[src/rtl/jtm_pkg.sv]
package jtm_pkg;
  typedef enum logic [1:0] {
    OP_TAP_RESET = 2'b00,
    OP_SHIFT_IR  = 2'b01,
    OP_SHIFT_DR  = 2'b10,
    OP_RSVD      = 2'b11
  } jtm_op_e;

  typedef enum logic [1:0] {
    PH_IDLE,
    PH_PRE,
    PH_SHIFT,
    PH_POST
  } jtm_phase_e;

  // Mode-select navigation patterns, bit k drives test-clock cycle k.
  localparam logic [8:0] NAV_RESET = 9'b0_1111_1111;
  localparam logic [8:0] NAV_IR    = 9'b0_0000_0011;
  localparam logic [8:0] NAV_DR    = 9'b0_0000_0001;
  localparam logic [3:0] LAST_RESET = 4'd8;
  localparam logic [3:0] LAST_IR    = 4'd3;
  localparam logic [3:0] LAST_DR    = 4'd2;
endpackage

[src/rtl/jtm_tck_gen.sv]
module jtm_tck_gen #(
  parameter int DIV_W = 8
) (
  input  logic             clk_i,
  input  logic             rst_ni,
  input  logic             start_i,
  input  logic             run_i,
  input  logic [DIV_W-1:0] div_i,
  output logic             tck_o,
  output logic             rise_o,
  output logic             fall_o
);
  logic [DIV_W-1:0] cnt_q;
  logic [DIV_W-1:0] div_q;
  logic             wrap;

  assign wrap   = run_i && (cnt_q == div_q);
  assign rise_o = wrap && !tck_o;
  assign fall_o = wrap && tck_o;

  always_ff @(posedge clk_i or negedge rst_ni) begin
    if (!rst_ni) begin
      cnt_q <= '0;
      div_q <= '0;
      tck_o <= 1'b0;
    end else if (start_i) begin
      cnt_q <= '0;
      div_q <= div_i;
      tck_o <= 1'b0;
    end else if (!run_i) begin
      cnt_q <= '0;
      tck_o <= 1'b0;
    end else if (wrap) begin
      cnt_q <= '0;
      tck_o <= ~tck_o;
    end else begin
      cnt_q <= cnt_q + 1'b1;
    end
  end
endmodule

[src/rtl/jtm_shifter.sv]
module jtm_shifter #(
  parameter int W     = 32,
  parameter int CNT_W = 6
) (
  input  logic             clk_i,
  input  logic             rst_ni,
  input  logic             load_i,
  input  logic [W-1:0]     data_i,
  input  logic             shift_i,
  input  logic             sample_i,
  input  logic             tdo_i,
  input  logic [CNT_W-1:0] len_i,
  output logic             tdi_o,
  output logic [W-1:0]     result_o
);
  logic [W-1:0]     out_q;
  logic [W-1:0]     in_q;
  logic [CNT_W-1:0] align;

  assign tdi_o    = out_q[0];
  assign align    = CNT_W'(W) - len_i;
  assign result_o = in_q >> align;

  always_ff @(posedge clk_i or negedge rst_ni) begin
    if (!rst_ni) begin
      out_q <= '0;
      in_q  <= '0;
    end else if (load_i) begin
      out_q <= data_i;
      in_q  <= '0;
    end else begin
      if (shift_i)  out_q <= out_q >> 1;
      if (sample_i) in_q  <= {tdo_i, in_q[W-1:1]};
    end
  end
endmodule

[src/rtl/jtag_shift_master.sv]
module jtag_shift_master
  import jtm_pkg::*;
#(
  parameter int DATA_W = 32,
  parameter int DIV_W  = 8,
  parameter int LEN_W  = $clog2(DATA_W + 1)
) (
  input  logic              clk_i,
  input  logic              rst_ni,
  input  logic [DIV_W-1:0]  tck_div_i,
  input  logic              cmd_valid_i,
  output logic              cmd_ready_o,
  input  logic [1:0]        cmd_op_i,
  input  logic [LEN_W-1:0]  cmd_len_i,
  input  logic [DATA_W-1:0] cmd_data_i,
  output logic              rsp_valid_o,
  output logic              rsp_err_o,
  output logic [DATA_W-1:0] rsp_data_o,
  output logic              tck_o,
  output logic              tms_o,
  output logic              tdi_o,
  input  logic              tdo_i
);
  localparam int SLOT_W = (LEN_W > 4) ? LEN_W : 4;

  jtm_phase_e        phase_q;
  jtm_op_e           op_q;
  jtm_op_e           cmd_op;
  logic [LEN_W-1:0]  len_q;
  logic [SLOT_W-1:0] slot_q;
  logic [7:0]        nav_q;
  logic [3:0]        pre_last_q;
  logic [8:0]        nav_sel;
  logic [3:0]        last_sel;
  logic              bad, accept, go, rise, fall, sh_tdi;
  logic [DATA_W-1:0] sh_result;

  assign cmd_op      = jtm_op_e'(cmd_op_i);
  assign cmd_ready_o = (phase_q == PH_IDLE);
  assign accept      = cmd_valid_i && cmd_ready_o;
  assign bad         = (cmd_op == OP_RSVD) ||
                       ((cmd_op != OP_TAP_RESET) &&
                        ((cmd_len_i == '0) || (cmd_len_i > LEN_W'(DATA_W))));
  assign go          = accept && !bad;
  assign tdi_o       = (phase_q == PH_SHIFT) ? sh_tdi : 1'b0;

  always_comb begin
    case (cmd_op)
      OP_SHIFT_IR: begin nav_sel = NAV_IR;    last_sel = LAST_IR;    end
      OP_SHIFT_DR: begin nav_sel = NAV_DR;    last_sel = LAST_DR;    end
      default:     begin nav_sel = NAV_RESET; last_sel = LAST_RESET; end
    endcase
  end

  jtm_tck_gen #(.DIV_W(DIV_W)) u_tck (
    .clk_i(clk_i), .rst_ni(rst_ni), .start_i(go),
    .run_i(phase_q != PH_IDLE), .div_i(tck_div_i),
    .tck_o(tck_o), .rise_o(rise), .fall_o(fall)
  );

  jtm_shifter #(.W(DATA_W), .CNT_W(LEN_W)) u_shift (
    .clk_i(clk_i), .rst_ni(rst_ni), .load_i(go), .data_i(cmd_data_i),
    .shift_i(fall && (phase_q == PH_SHIFT)),
    .sample_i(rise && (phase_q == PH_SHIFT)),
    .tdo_i(tdo_i), .len_i(len_q), .tdi_o(sh_tdi), .result_o(sh_result)
  );

  always_ff @(posedge clk_i or negedge rst_ni) begin
    if (!rst_ni) begin
      phase_q     <= PH_IDLE;
      op_q        <= OP_TAP_RESET;
      len_q       <= '0;
      slot_q      <= '0;
      nav_q       <= '0;
      pre_last_q  <= '0;
      tms_o       <= 1'b0;
      rsp_valid_o <= 1'b0;
      rsp_err_o   <= 1'b0;
      rsp_data_o  <= '0;
    end else begin
      rsp_valid_o <= 1'b0;
      if (accept) begin
        if (bad) begin
          rsp_valid_o <= 1'b1;
          rsp_err_o   <= 1'b1;
          rsp_data_o  <= '0;
        end else begin
          op_q       <= cmd_op;
          len_q      <= cmd_len_i;
          phase_q    <= PH_PRE;
          slot_q     <= '0;
          nav_q      <= nav_sel[8:1];
          pre_last_q <= last_sel;
          tms_o      <= nav_sel[0];
        end
      end else if (fall) begin
        case (phase_q)
          PH_PRE: begin
            if (slot_q == SLOT_W'(pre_last_q)) begin
              if (op_q == OP_TAP_RESET) begin
                phase_q     <= PH_IDLE;
                tms_o       <= 1'b0;
                rsp_valid_o <= 1'b1;
                rsp_err_o   <= 1'b0;
                rsp_data_o  <= '0;
              end else begin
                phase_q <= PH_SHIFT;
                slot_q  <= '0;
                tms_o   <= (len_q == LEN_W'(1));
              end
            end else begin
              slot_q <= slot_q + 1'b1;
              tms_o  <= nav_q[0];
              nav_q  <= nav_q >> 1;
            end
          end
          PH_SHIFT: begin
            if (slot_q == SLOT_W'(len_q) - SLOT_W'(1)) begin
              phase_q <= PH_POST;
              slot_q  <= '0;
              tms_o   <= 1'b1;
            end else begin
              slot_q <= slot_q + 1'b1;
              tms_o  <= (slot_q + SLOT_W'(2) == SLOT_W'(len_q));
            end
          end
          PH_POST: begin
            if (slot_q == '0) begin
              slot_q <= SLOT_W'(1);
              tms_o  <= 1'b0;
            end else begin
              phase_q     <= PH_IDLE;
              tms_o       <= 1'b0;
              rsp_valid_o <= 1'b1;
              rsp_err_o   <= 1'b0;
              rsp_data_o  <= sh_result;
            end
          end
          default: ;
        endcase
      end
    end
  end

  AST_LINES_HOLD_HIGH: assert property (@(posedge clk_i) disable iff (!rst_ni)
    (tck_o && $past(tck_o)) |-> ($stable(tms_o) && $stable(tdi_o)));

  AST_REJECT_FAST: assert property (@(posedge clk_i) disable iff (!rst_ni)
    (accept && bad) |=> (rsp_valid_o && rsp_err_o && !tck_o));

  AST_READY_TCK_LOW: assert property (@(posedge clk_i) disable iff (!rst_ni)
    cmd_ready_o |-> !tck_o);

  AST_RSP_WHEN_IDLE: assert property (@(posedge clk_i) disable iff (!rst_ni)
    rsp_valid_o |-> cmd_ready_o);
endmodule

[config.mk]
export PLATFORM = sky130hd
export DESIGN_NAME = jtag_shift_master
export DESIGN_NICKNAME = d
export VERILOG_FILES = /design/src/rtl/jtm_pkg.sv /design/src/rtl/jtm_tck_gen.sv /design/src/rtl/jtm_shifter.sv /design/src/rtl/jtag_shift_master.sv
export SDC_FILE = /design/constraint.sdc
export NUM_CORES = 1
export LEC_CHECK = 0
export BUFFER_PORTS_ARGS = -buffer_cell sky130_fd_sc_hd__clkbuf_2
export CAP_MARGIN = 20
export CORE_ASPECT_RATIO = 1.25
export CORE_MARGIN = 5
export CORE_UTILIZATION = 55
export CTS_BUF_LIST = sky130_fd_sc_hd__clkbuf_8
export CTS_CLUSTER_DIAMETER = 40
export DETAILED_ROUTE_END_ITERATION = 12
export HOLD_SLACK_MARGIN = 0.05
export PLACE_DENSITY_LB_ADDON = 0.2
export SLEW_MARGIN = 10
export SYNTH_ARGS = -nofsm -noshare
export SYNTH_HDL_FRONTEND = slang
export SYNTH_SLANG_ARGS = --single-unit
[constraint.sdc]
create_clock -name clk_i -period 3.4 [get_ports clk_i]
set_clock_uncertainty 0.15 [all_clocks]
set_input_delay 0.51 -clock clk_i [delete_from_list [all_inputs] [get_ports clk_i]]
set_output_delay 0.51 -clock clk_i [all_outputs]
set_load 0.005 [all_outputs]
# Word level (Yosys, flattened, before mapping)
# Cells that the tools add are included.
# classes
bitwise_logic	2
order_cmp	1
n_reduce_logical	30
addsub	5
shifts	1
n_eq_ne	21
mux	62
# ops
cell	count
32-bit 2-to-1 mux	10
8-bit 2-to-1 mux	8
32-bit case mux with 2 select lines	1
6-bit 2-to-1 mux	7
32-bit by 6-bit right shift with 32-bit output	1
1-bit 2-to-1 mux	22
6-bit case mux with 3 select lines	1
8-bit case mux with 2 select lines	1
3-bit inequality test (second input constant)	5
2-bit 2-to-1 mux	7
6-bit equality test	2
6-bit logical NOT	2
6-bit AND reduction	2
2-bit nonzero test	6
8-bit by 1-bit adder with 8-bit output (second input constant)	1
2-bit equality test (second input constant)	4
8-bit equality test	1
1-bit logical AND	8
4-bit case mux with 2 select lines	1
6-bit by 1-bit adder with 6-bit output (second input constant)	1
6-bit by 2-bit adder with 6-bit output (second input constant)	1
6-bit by 1-bit equality test with 1-bit output (second input constant)	1
6-bit by 4-bit equality test with 1-bit output	1
6-bit greater-than comparator (second input constant)	1
19 further kinds	27
# totals
ff_bits	144
input_bits	52
wordCells	137
output_inout_bits	38

# Depth between registers and ports, before layout
# Gate-level depths: netlist (run 1).
# depth
ltp_word	7
ltp_mapped	14
depth_no_buf	9

# Hierarchy
# A second synthesis (run 1) with hierarchy kept.
# unflattened
hier_cells	910
hier_area_um2	8803.4
# by_module_without_submodules
module	area_each_um2	n_inst	seq_area_each_um2	cells_each
jtm_shifter	4822.1	1	1601.5	510
jtag_shift_master	3188.1	1	1526.5	333
jtm_tck_gen	793.3	1	425.4	67

# Least setup slack after synthesis (run 1)
# OpenSTA, ideal clock, no wires.
# synth_timing
path_kind	flip-flop to flip-flop
startpoint	reg len_q[0]
endpoint	reg rsp_data_o[2]
path_slack_ns	-0.148
arrival_time_ns	3.277
stages_incl_launch_ff	13
setup_time_ns	0.121
t_required_ns	3.129
path_buffers	5
period_less_slack_ns	3.548
cell_sequence	dfrtp_1 > buf_2 > buf_4 > clkinv_1 > buf_2 > ha_1 > buf_2 > buf_1 > mux4_2 > mux2_2 > a32oi_1 > o211ai_1 > a22o_1
# synth_via
elab_chain_cells	6
# synth_lines
element	line_no	source
start, declared	jtag_shift_master.sv:29	logic [LEN_W-1:0] len_q;
start signal, assigned	jtag_shift_master.sv:89	len_q <= cmd_len_i;
6-bit subtractor	jtm_shifter.sv:21	assign align = CNT_W'(W) - len_i;
32-bit by 6-bit right shift with 32-bit output	jtm_shifter.sv:22	assign result_o = in_q >> align;
32-bit 2-to-1 mux	jtag_shift_master.sv:128	if (slot_q == '0) begin
32-bit case mux with 2 select lines	jtag_shift_master.sv:97	case (phase_q)
32-bit 2-to-1 mux	jtag_shift_master.sv:96	end else if (fall) begin
32-bit 2-to-1 mux	jtag_shift_master.sv:82	if (accept) begin
end signal, assigned	jtag_shift_master.sv:136	rsp_data_o <= sh_result;
end, declared	jtag_shift_master.sv:18	output logic [DATA_W-1:0] rsp_data_o,
# Every way passes these cells. The select of a mux whose other input is x is not followed.
# A chain may end at the register's enable or synchronous reset.

# Worst setup path in the final report (run 1)
# layout_timing
startpoint	reg phase_q[0]
endpoint	reg slot_q[5]
# layout_via
elab_chain_cells	5
word_cells_on_any_way	17
classes_between	eq/ne: 6; mux: 3; reduce/logical: 8
# layout_lines
element	line_no	source
start, declared	jtag_shift_master.sv:26	jtm_phase_e phase_q;
start signal, assigned	jtag_shift_master.sv:70	phase_q <= PH_IDLE;
start signal, assigned	jtag_shift_master.sv:90	phase_q <= PH_PRE;
start signal, assigned	jtag_shift_master.sv:101	phase_q <= PH_IDLE;
parallel branches: the longest is 5 deep, another holds 6-bit case mux with 3 select lines	n/a	
end signal, assigned	jtag_shift_master.sv:112	slot_q <= slot_q + 1'b1;
end signal, assigned	jtag_shift_master.sv:123	slot_q <= slot_q + 1'b1;
end, declared	jtag_shift_master.sv:30	logic [SLOT_W-1:0] slot_q;
# Several ways; the timed one is not identified. The select of a mux whose other input is x is not followed.

==> metrics.txt, run 1 <==
Die W=119.9 um; clock slew at reported path FFs=80 ps; asr flop ratio synth=100.0%; Max Buffers Root-to-Sink=2; Total Wirelength=18940 um; Final Hold Fails=0; num rows=50; min Tclk post-route=2877 ps; Final Max Slew Viols=0; Leak=0.004489 uW; post-route ant nets=0; sequential share of the synthesized area=42.82%; # clock sinks=142; status=complete, no violations; # setup viols final=0; largest net degree at the start of global routing=92; WL/cell=16.92 um; total gr overflow=0; area of the multi-input gates=4424 um^2; gr usage total=22.57%; TritonCTS clock tree=yes; Critical Path End Type=flop; RSZ-0062 raised after global routing=no; antenna violations before repair=0; cts hold-fix bufs=1; die area=17660 um^2; kind of critical path=flop to flop; synthesis-stage register bit count=142; Worst slew margin=29.47%; HPWL Detailed=13740 um; Post-Syn Nets=913; Avg Vias per Cell=5.761; setup bufs post-CTS=0; number of synthesized flops with an enable pin=0; Final period util=84.62%; drt initial violations=389; count of input and output buffers=89; slew at the pin with the worst max-slew slack=1050 ps; Yosys warning total=0; Syn Std Cell Area=8298 um^2; PD cells=997.7 nW/um^2; routability cong.=0.9251; Fmax=0.3476 GHz; Cells after Synth=851; Sequential Area=3553 um^2; Top-Level Pins=90; Starting Density=55.73%; Peak supply drop=0.4443 mV; setup TNS=0 ps; Fillers=1295; DRT Pass-1 Iters=4; number of remaining DRC errors=0; CTS Buf Count=17; share of layout cells above drive strength 1=22.09%; htree depth=4; Layout Nets=986; Synth cell types=66; worst-path fanout max=17; Vias=6446; Hold WS=98.25 ps; Clock Latency Late Sink=440 ps; top_reg_cell synth=dfrtp_1; PostCTS Resize Cnt=0; Worst EP required=3550 ps; Worst Hold Class=primary input to flop; P&R area growth vs syn=12.86%; arrival time worst endpoint=3030 ps; clk root buf=clkbuf_8; core area=14890 um^2; vias in the first global route=6466; max-cap violation count=0; commonest non-fill, non-tap cell in the layout=dfrtp_1; Avg Cell Area, Syn=9.751 um^2; die height=147.3 um; first-pass GRT wire length=32310 um; Startpoint Class=flop; Antenna Cells=0; most frequent cells in the layout=dfrtp_1, nor2_1, mux2i_1
## sequential cells by signal (all words and copies together) (netlist names)
register and cells:
len_q 6, nav_q 7, op_q 2, phase_q 2, pre_last_q 3, rsp_data_o 32, rsp_err_o 1, rsp_valid_o 1
slot_q 6, tms_o 1, u_shift.in_q 32, u_shift.out_q 32, u_tck.cnt_q 8, u_tck.div_q 8, u_tck.tck_o 1
## power breakdown
| part | switching [uW] | internal (uW) | total (uW) | leakage [uW] |
|---|---|---|---|---|
| clock | 666 | 684 | 1350 | 0.000198 |
| combinational | 2830 | 2160 | 5000 | 0.00247 |
| sequential | 652 | 2350 | 3000 | 0.00182 |
| total | 4150 | 5190 | 9340 | 0.00449 |
## cells by family (layout without fill, tap and decap cells)
kind of cell	count (synthesis)	count (layout)	synth area share [%]
flip-flops	142	142	42.82
AO/OA/AOI/OAI	164	164	12.56
adder cells (fa/ha/maj)	10	10	1.508
buffers and inverters	81	167	4.162
multiplexers	146	146	20.72
XOR/XNOR	32	32	3.468
AND/OR/NAND/NOR	276	276	14.76
## worst max-delay path, cell delays in order (launching register included)
cell     delay, ps
dfrtp_1        580
nor2_1         420
nand2_1        310
and3b_4        410
a21oi_1        100
nor4_1         590
o21ai_0        180
## stage by stage
stage	power, uW	cells	instance area, um^2	utilization, %	setup slack (ps)
6_report	9344	1119	9365	62.90	523.0
5_1_grt	10080	1119	9365	62.90	109.8
4_1_cts	9372	1119	9365	62.90	519.5
3_5_place_dp	7995	1086	8951	60.12	486.8
3_3_place_gp	7940	1086	8951	60.12	545.8
2_1_floorplan	6665	851	8303	-	31.26
## cell type report
cell class,count,share of cell area [%]
Tap cell,182,2.432
Clock inverter,10,1.082
Inverter,22,0.8951
Multi-Input combinational cell,628,47.24
Timing Repair Buffer,113,7.174
Sequential cell,142,37.94
Clock buffer,22,3.233
## synth_stat cells, drive strengths merged (12+ instances only)
| library cell | count | area [um^2] |
|---|---|---|
| mux2i | 102 | 1021 |
| a21oi | 65 | 325.3 |
| dfrtp | 142 | 3553 |
| xnor2 | 18 | 157.7 |
| inv | 20 | 75.07 |
| o21ai | 35 | 175.2 |
| clkbuf | 32 | 120.1 |
| nor3 | 12 | 65.06 |
| buf | 27 | 141.4 |
| mux2 | 26 | 292.8 |
| xor2 | 14 | 130.1 |
| nand2 | 97 | 364.1 |
| nand3 | 18 | 90.09 |
| nor2 | 109 | 409.1 |
| mux4 | 18 | 405.4 |
## per-layer routing
layer / up-vias / global-route usage (%) / part of all wire, %
met5: - / 0 / 0
met4: 0 / 8.367 / 2.9
met3: 39 / 4.390 / 4.2
met2: 168 / 37.16 / 50
met1: 3079 / 29.73 / 43
li1: 3160 / - / -
## worst paths after layout
kind | from | to | slack (ps) | depth (start not counted)
max in group asynchronous | rst_ni | u_tck.cnt_q[4] | 1830 | 3
hold reg to reg | rsp_err_o | rsp_err_o | 330 | 1
setup / recovery | phase_q[0] | slot_q[5] | 520 | 6
hold / removal | tck_div_i[1] | u_tck.div_q[1] | 100 | 3
min in group asynchronous | rst_ni | u_shift.in_q[23] | 540 | 2
setup reg to reg | phase_q[0] | slot_q[5] | 520 | 6
(Power assumes the default switching activity.)
==> inputs of run 2 (changes only) <==
--- a/config.mk
+++ b/config.mk
@@ -5,11 +5,12 @@
 export SDC_FILE = /design/constraint.sdc
 export NUM_CORES = 1
 export LEC_CHECK = 0
+export ABC_AREA = 1
 export BUFFER_PORTS_ARGS = -buffer_cell sky130_fd_sc_hd__clkbuf_2
 export CAP_MARGIN = 20
 export CORE_ASPECT_RATIO = 1.25
 export CORE_MARGIN = 5
-export CORE_UTILIZATION = 55
+export CORE_UTILIZATION = 56
 export CTS_BUF_LIST = sky130_fd_sc_hd__clkbuf_8
 export CTS_CLUSTER_DIAMETER = 40
 export DETAILED_ROUTE_END_ITERATION = 12
==> constraint.sdc (replaced) <==
create_clock -name clk_i -period 2.37 [get_ports clk_i]
set_clock_uncertainty 0.15 [all_clocks]
set_input_delay 0.3555 -clock clk_i [delete_from_list [all_inputs] [get_ports clk_i]]
set_output_delay 0.3555 -clock clk_i [all_outputs]
set_load 0.005 [all_outputs]
==> run 2 against run 1 <==
Against the previous run:
- power up 39%
- cell count is 42% higher
- die area up 0.62%
- sequential power grew 15%
- worst hold slack got worse by 18 ps
- first-iteration DRC count up 55%
==> metrics.txt, run 2 <==
RSZ-0062 raised after global routing=no; count of input and output buffers=89; biggest regs=rsp_data_o x32, u_shift.in_q x32, u_shift.out_q x32; Peak supply drop=0.7463 mV; Worst Hold Class=primary input to flop; vias in the first global route=8432; Avg Cell Area, Syn=6.692 um^2; Crit path top cell by count=nor2_1; Top-Level Pins=90; commonest non-fill, non-tap cell in the layout=nand2_1; Leak=0.005409 uW; GR peak layer=met2; synth cell count leaders=nand2_1, nand3_1, dfrtp_1; met2 Usage GRT=47.29%; top_reg_cell synth=dfrtp_1; kind of cell adding the most delay to the critical path=flip-flops; gr usage total=27.13%; largest net degree at the start of global routing=64; max-cap violation count=0; routability cong.=1.001; arrival time worst endpoint=1710 ps; worst-path fanout max=6; share of layout cells above drive strength 1=12.22%; post-route ant nets=0; RR Endpoint=rsp_data_o[2]; number of synthesized flops with an enable pin=0; Worst R2R Setup Slack=170 ps; Fmax=0.4512 GHz; die height=147.8 um; CTS Buf Count=17; TritonCTS clock tree=yes; CP max stage cell=dfrtp_1; Layout Nets=1457; P&R area growth vs syn=19.65%; top cell type's share of synthesized area=41.78%; Clock Latency Late Sink=460 ps; drt initial violations=604; # clock sinks=142; status=complete, no violations; Hold WS=80.36 ps; Cells after Synth=1271; Antenna Cells=0; DRT Pass-1 Iters=6; slew at the pin with the worst max-slew slack=540.3 ps; Vias=8535; Critical Path End Type=primary output; Yosys warning total=0; Worst Setup SP=phase_q[1]; Syn Std Cell Area=8506 um^2; most frequent cell after synthesis=nand2_1; WP buf/inv=3; met3 Resource Use GR=5.626%; Final WS setup=153.6 ps; Worst slew margin=63.98%; largest area contributor in the netlist=dfrtp_1; Max Buffers Root-to-Sink=2; WL/cell=14.40 um; Starting Density=56.89%; CP endpoint=tdi_o; Startpoint Class=flop; Final Hold Fails=0; htree depth=4; antenna violations before repair=0; PD cells=1273 nW/um^2; most frequent cells in the layout=nand2_1, nand3_1, dfrtp_1; number of remaining DRC errors=0; reg-to-reg startpoint=len_q[1]; synthesis-stage register bit count=142; Post-Syn Nets=1333; Fillers=1269; clk root buf=clkbuf_8; dpl ws=126.0 ps; setup TNS=0 ps; Levels on crit path=5; core area=14950 um^2; clock slew at reported path FFs=80 ps; # setup viols final=0; asr flop ratio synth=100.0%; die area=17770 um^2; top post-synthesis cells by area=dfrtp_1, nand2_1, nand3_1; HPWL Detailed=16180 um; Final period util=93.52%; setup bufs post-CTS=0; sequential share of the synthesized area=41.78%; critical-path cell list=inv_1 > nor2_1 > inv_2 > nor2_1 > clkbuf_2; Critical Path Max Stage Delay=450 ps; Register-to-Register Path Depth=11; num rows=50; Avg Vias per Cell=5.368; kind of critical path=flop to primary output; min Tclk post-route=2216 ps; Final Max Slew Viols=0; met1 GRT Util=32.05%; first-pass GRT wire length=39420 um; Die W=120.2 um; total gr overflow=0; Worst EP required=1860 ps; Total Wirelength=22900 um; Synth cell types=33
[run 2: what timing repair did]
action,in CTS,in global routing
hold buffers,47,0
endpoints found under the hold margin,96,0
resized for setup,0,10
endpoints found under the setup margin,0,48
[run 2: logic make-up (layout without fill, tap and decap cells)]
logic type	count (synthesis)	in the layout	synth area share, %
buffers and inverters	160	297	7.693
AND/OR/NAND/NOR	847	847	41.37
AO/OA/AOI/OAI	97	97	6.061
XOR/XNOR	15	15	1.633
flip-flops	142	142	41.78
adder cells (fa/ha/maj)	10	10	1.471
[run 2: layer usage]
metal  up-vias  wire [um]
li1       4280          -
met1      3939       9375
met2       252      11510
met3        64       1080
met4         0        934
met5         -          0
[run 2: final cells by class]
class | instances | area [um^2] | area share [%]
clock buffers | 20 | 275.3 | 2.705
clock inverters | 12 | 133.9 | 1.315
inverters | 96 | 362.8 | 3.565
flip-flops and latches | 142 | 3553 | 34.92
multi-input cells | 969 | 4318 | 42.43
well taps | 182 | 227.7 | 2.238
repair buffers | 169 | 1306 | 12.83
[run 2: worst min path at each step]
stage / startpoint / end / cells after the start / slack (ps)
floorplan: rst_ni / len_q[0] / 0 / -90
finish: cmd_op_i[1] / op_q[1] / 3 / 80
global route: cmd_op_i[0] / op_q[0] / 3 / 60
detailed placement: rst_ni / u_shift.in_q[0] / 1 / 200
CTS: cmd_data_i[12] / u_shift.out_q[12] / 5 / 50
global placement: rst_ni / u_shift.in_q[10] / 1 / 200
[run 2: worst min-delay path, cell delays in order]
cell	delay, ps
clkbuf_2	110
inv_1	100
o21ai_0	90
[run 2: power breakdown]
group | internal, uW | switching, uW
Sequential | 3020 | 425
Combinational | 2590 | 4910
Clock | 1020 | 991
[run 2: through the flow]
step | utilization, % | area, um^2 | power [uW] | std cells
detailed placement | 61.96 | 9264 | 10750 | 1511
floorplan | - | 8522 | 8649 | 1271
finish | 68.07 | 10180 | 12960 | 1590
global route | 68.07 | 10180 | 14110 | 1590
global placement | 61.96 | 9264 | 10680 | 1511
CTS | 67.84 | 10140 | 12860 | 1590
